--- src/rtl/alu3_pkg.sv ---
package alu3_pkg;
  // Output-select encoding: the low two function bits, in this order.
  typedef enum logic [1:0] {
    SEL_AND  = 2'b00,
    SEL_OR   = 2'b01,
    SEL_SUM  = 2'b10,
    SEL_SIGN = 2'b11
  } alu3_sel_e;

  localparam logic [2:0] FN_RESERVED = 3'b011;
  localparam int unsigned FN_W = 3;
endpackage

--- src/rtl/alu3_bsel.sv ---
// Conditionally complements the second operand; the same control is the adder carry-in.
module alu3_bsel #(
  parameter int unsigned N = 32
) (
  input  logic [N-1:0] b_i,
  input  logic         inv_i,
  output logic [N-1:0] bx_o,
  output logic         cin_o
);
  assign bx_o  = inv_i ? ~b_i : b_i;
  assign cin_o = inv_i;
endmodule

--- src/rtl/alu3_adder.sv ---
// N-bit adder; RIPPLE picks an explicit carry chain or the inferred operator.
module alu3_adder #(
  parameter int unsigned N      = 32,
  parameter bit          RIPPLE = 1'b0
) (
  input  logic [N-1:0] a_i,
  input  logic [N-1:0] b_i,
  input  logic         cin_i,
  output logic [N-1:0] sum_o
);
  generate
    if (RIPPLE) begin : g_ripple
      logic [N-1:0] carry;
      assign carry[0] = cin_i;
      for (genvar i = 0; i < N; i++) begin : g_bit
        assign sum_o[i] = a_i[i] ^ b_i[i] ^ carry[i];
        if (i < N - 1) begin : g_cy
          assign carry[i+1] = (a_i[i] & b_i[i]) | ((a_i[i] | b_i[i]) & carry[i]);
        end
      end
    end else begin : g_infer
      localparam int unsigned PADW = N - 1;
      assign sum_o = a_i + b_i + {{PADW{1'b0}}, cin_i};
    end
  endgenerate
endmodule

--- src/rtl/alu3_logic.sv ---
// Per-bit AND and OR of the first operand with the (possibly complemented) second.
module alu3_logic #(
  parameter int unsigned N = 32
) (
  input  logic [N-1:0] a_i,
  input  logic [N-1:0] bx_i,
  output logic [N-1:0] and_o,
  output logic [N-1:0] or_o
);
  generate
    for (genvar i = 0; i < N; i++) begin : g_slice
      assign and_o[i] = a_i[i] & bx_i[i];
      assign or_o[i]  = a_i[i] | bx_i[i];
    end
  endgenerate
endmodule

--- src/rtl/alu3_outmux.sv ---
// Four-way result select, with a forced-zero override for the reserved code.
module alu3_outmux
  import alu3_pkg::*;
#(
  parameter int unsigned N = 32
) (
  input  alu3_sel_e    sel_i,
  input  logic         blank_i,
  input  logic [N-1:0] and_i,
  input  logic [N-1:0] or_i,
  input  logic [N-1:0] sum_i,
  output logic [N-1:0] y_o
);
  localparam int unsigned PADW = N - 1;

  always_comb begin
    unique case (sel_i)
      SEL_AND:  y_o = and_i;
      SEL_OR:   y_o = or_i;
      SEL_SUM:  y_o = sum_i;
      SEL_SIGN: y_o = {{PADW{1'b0}}, sum_i[N-1]};
      default:  y_o = '0;
    endcase
    if (blank_i) y_o = '0;
  end
endmodule

--- src/rtl/alu3_core.sv ---
module alu3_core
  import alu3_pkg::*;
#(
  parameter int unsigned N      = 32,
  parameter bit          RIPPLE = 1'b0
) (
  input  logic [N-1:0]    a_i,
  input  logic [N-1:0]    b_i,
  input  logic [FN_W-1:0] fn_i,
  output logic [N-1:0]    y_o,
  output logic            zero_o
);
  logic [N-1:0] bx;
  logic         cin;
  logic [N-1:0] sum;
  logic [N-1:0] and_v;
  logic [N-1:0] or_v;
  alu3_sel_e    sel;
  logic         blank;

  assign sel   = alu3_sel_e'(fn_i[1:0]);
  assign blank = (fn_i == FN_RESERVED);

  alu3_bsel #(.N(N)) u_bsel (
    .b_i   (b_i),
    .inv_i (fn_i[2]),
    .bx_o  (bx),
    .cin_o (cin)
  );

  alu3_adder #(.N(N), .RIPPLE(RIPPLE)) u_add (
    .a_i   (a_i),
    .b_i   (bx),
    .cin_i (cin),
    .sum_o (sum)
  );

  alu3_logic #(.N(N)) u_logic (
    .a_i   (a_i),
    .bx_i  (bx),
    .and_o (and_v),
    .or_o  (or_v)
  );

  alu3_outmux #(.N(N)) u_mux (
    .sel_i   (sel),
    .blank_i (blank),
    .and_i   (and_v),
    .or_i    (or_v),
    .sum_i   (sum),
    .y_o     (y_o)
  );

  assign zero_o = ~|y_o;
endmodule

--- config.mk ---
export PLATFORM = sky130hd
export DESIGN_NAME = alu3_core
export DESIGN_NICKNAME = d
export VERILOG_FILES = /design/src/rtl/alu3_pkg.sv /design/src/rtl/alu3_bsel.sv /design/src/rtl/alu3_adder.sv /design/src/rtl/alu3_logic.sv /design/src/rtl/alu3_outmux.sv /design/src/rtl/alu3_core.sv
export SDC_FILE = /design/constraint.sdc
export NUM_CORES = 1
export LEC_CHECK = 0
export BUFFER_PORTS_ARGS = -buffer_cell sky130_fd_sc_hd__buf_4
export CAP_MARGIN = 30
export CORE_MARGIN = 1
export CORE_UTILIZATION = 55
export DETAILED_ROUTE_END_ITERATION = 12
export PLACE_DENSITY_LB_ADDON = 0.12
export RECOVER_POWER = 25
export SYNTH_ARGS = -nofsm -noshare
export SYNTH_HDL_FRONTEND = slang
export SYNTH_HIERARCHICAL = 1
export SYNTH_SLANG_ARGS = --single-unit
--- constraint.sdc ---
create_clock -name vclk -period 12.5
set_input_delay 2.5 -clock vclk [all_inputs]
set_output_delay 2.5 -clock vclk [all_outputs]
set_load 0.005 [all_outputs]
==> metrics.yaml <==
status:
  outcome: "finished clean"
placement:
  dp_hpwl_um: 8710
  io_buffers: 100
  place_congestion: 0.890
  placed_cells: 699
floorplan:
  rows: 31
  dieArea_um2: 8090
  die_w_um: 89.9
  start_util_pct: 57.7
  fp.dieH_um: 89.9
  fp.coreArea_um2: 7370
  ios: 100
grt:
  antenna_found_initial: 0
  grt_pass1_vias: 3951
  grt_use_total_pct: 26.8
  grt_pass1_wl_um: 18700
  grt.overflow.total: 0
  grt_max_degree: 96
final_layout:
  layout_common_cells: "101 x buf_4, 55 x a211oi_2, 43 x xor2_1, 33 x nand2b_1"
  stdcell_count: 699
  clkbuf_count: 0
  fin_nets: 701
  mostFrequentLayoutCell: "buf_4"
  nFlopsAndLatches: 0
  diodes: 0
  drive_gt1_share_pct: 34.8
  area_growth_pct: 12.2
  n_fill_cell: 707
  register_area_um2: 0
  multi_input_area_um2: 3870
setup_path:
  arrival_ns: 6.78
  startpoint: "fn_i[2]"
  cp-endpoint: "zero_o"
  path_class: "in2out"
  critPathMaxFanout: 34
  critPathRequiredTime_ns: 10.00
  start_kind: "input port"
  crit_path_end_kind: "output pin"
synthesis:
  yosysWarnings: 6
  yosysSeqAreaShare_pct: 0
  postSynthAreaPerCell_um2: 7.87
  synth.distinct_cells: 66
  synth_cells: 540
  syn-cell-area_um2: 4250
  synth_nets: 639
routing:
  drcViolationCount: 0
  antenna_left: 0
  wl_per_cell_um: 16.0
  drtIter0Drc: 174
  drt-vias-per-instance: 5.92
  drt_first_pass_iters: 4
  num_vias: 4137
  detail_route.wirelength_um: 11200
timing:
  hold_viol: 0
  drv_slew: 0
  finalSetupViolations: 0
  period_minus_slack_ns: 9.28
  fmax_ghz: 0.108
  tightest_slew_ns: 0.974
  setup_tns_ns: 0
  slew_headroom_pct: 35.0
  rsz0062_at_grt: "no"
  period_share_pct: 74.2
clock_tree:
  ctsHoldBuffers: 0
  cts_resized: 0
  postCtsSetupRepairBufs: 0
power_and_ir_drop:
  power.density_nw_per_um2: 65.2
  ir_drop_v: 0.0000271
  power.leakage_nw: 1.95
worst_hold_path:
  hp-class: "in2out"
run:
  drv_cap: 0
[where the power goes]
part | total (mW) | switching, mW | internal [mW]
clock network | 0 | 0 | 0
logic | 0.311 | 0.170 | 0.141
registers | 0 | 0 | 0
total | 0.311 | 0.170 | 0.141
[worst max-delay path: stages]
cell      delay, ns
buf_4          0.48
xor2_1         0.21
fa_1           0.47
fa_1           0.44
a21o_1         0.24
a221o_1        0.35
a21o_1         0.20
a21oi_1        0.23
o21bai_1       0.11
xor2_1         0.16
a211oi_2       0.25
a211oi_2       0.09
nor4_1         0.55
nand4_1        0.21
nor2_1         0.16
buf_4          0.12
[metal layers]
layer,global-route usage [%],part of all wire [%]
met1,36.5,46
met2,49.7,49
met3,0.0846,4.0
met4,1.08,0.26
met5,0,0
[area by class of cell]
class / instances / share of cell area [%]
multi-input combinational: 495 / 81.2
timing repair buffer: 101 / 15.9
tap: 99 / 2.60
inverter: 4 / 0.315
[worst min-delay path by stage]
stage	depth (start not counted)	slack, ns	from	to
6_report	5	5.61	a_i[18]	y_o[18]
5_1_grt	5	5.62	a_i[18]	y_o[18]
4_1_cts	5	5.61	a_i[18]	y_o[18]
3_5_place_dp	5	5.61	a_i[18]	y_o[18]
3_3_place_gp	5	5.60	a_i[28]	y_o[28]
2_1_floorplan	2	5.22	fn_i[2]	y_o[0]
[logic make-up after synthesis]
group,after synthesis,synth area share [%]
AO/OA/AOI/OAI,164,35.1
AND/OR/NAND/NOR,234,32.9
adder cells (fa/ha/maj),32,9.77
multiplexers,6,1.71
buffers and inverters,45,8.36
XOR/XNOR,59,12.2
[metrics by stage]
stage	total power [mW]	hold slack, ns	setup WS [ns]	utilization [%]	area, um2
3_5_place_dp	0.308	5.61	3.22	65.1	4800
2_1_floorplan	0.231	5.22	4.22	-	4250
6_report	0.311	5.61	3.22	64.8	4770
4_1_cts	0.310	5.61	3.19	65.1	4800
3_3_place_gp	0.303	5.60	3.29	65.1	4800
5_1_grt	0.340	5.62	2.90	64.8	4770
[synth_stat cells, drive strengths merged (5+ instances only)]
cell,number,area [um2]
nor3,9,50.1
a21o,11,82.6
a211oi,65,788
and2,33,246
o21ai,17,85.1
buf,28,278
mux2i,5,50.1
ha,30,375
nor4,11,87.6
or2,35,219
xnor2,16,140
xor2,43,377
a21oi,31,163
nand2,26,97.6
nor2b,28,175
clkbuf,13,62.6
nand3,5,25.0
nor2,27,101
and2b,7,55.1
nand4,13,87.6
nand2b,33,206
(Power assumes the default switching activity.)
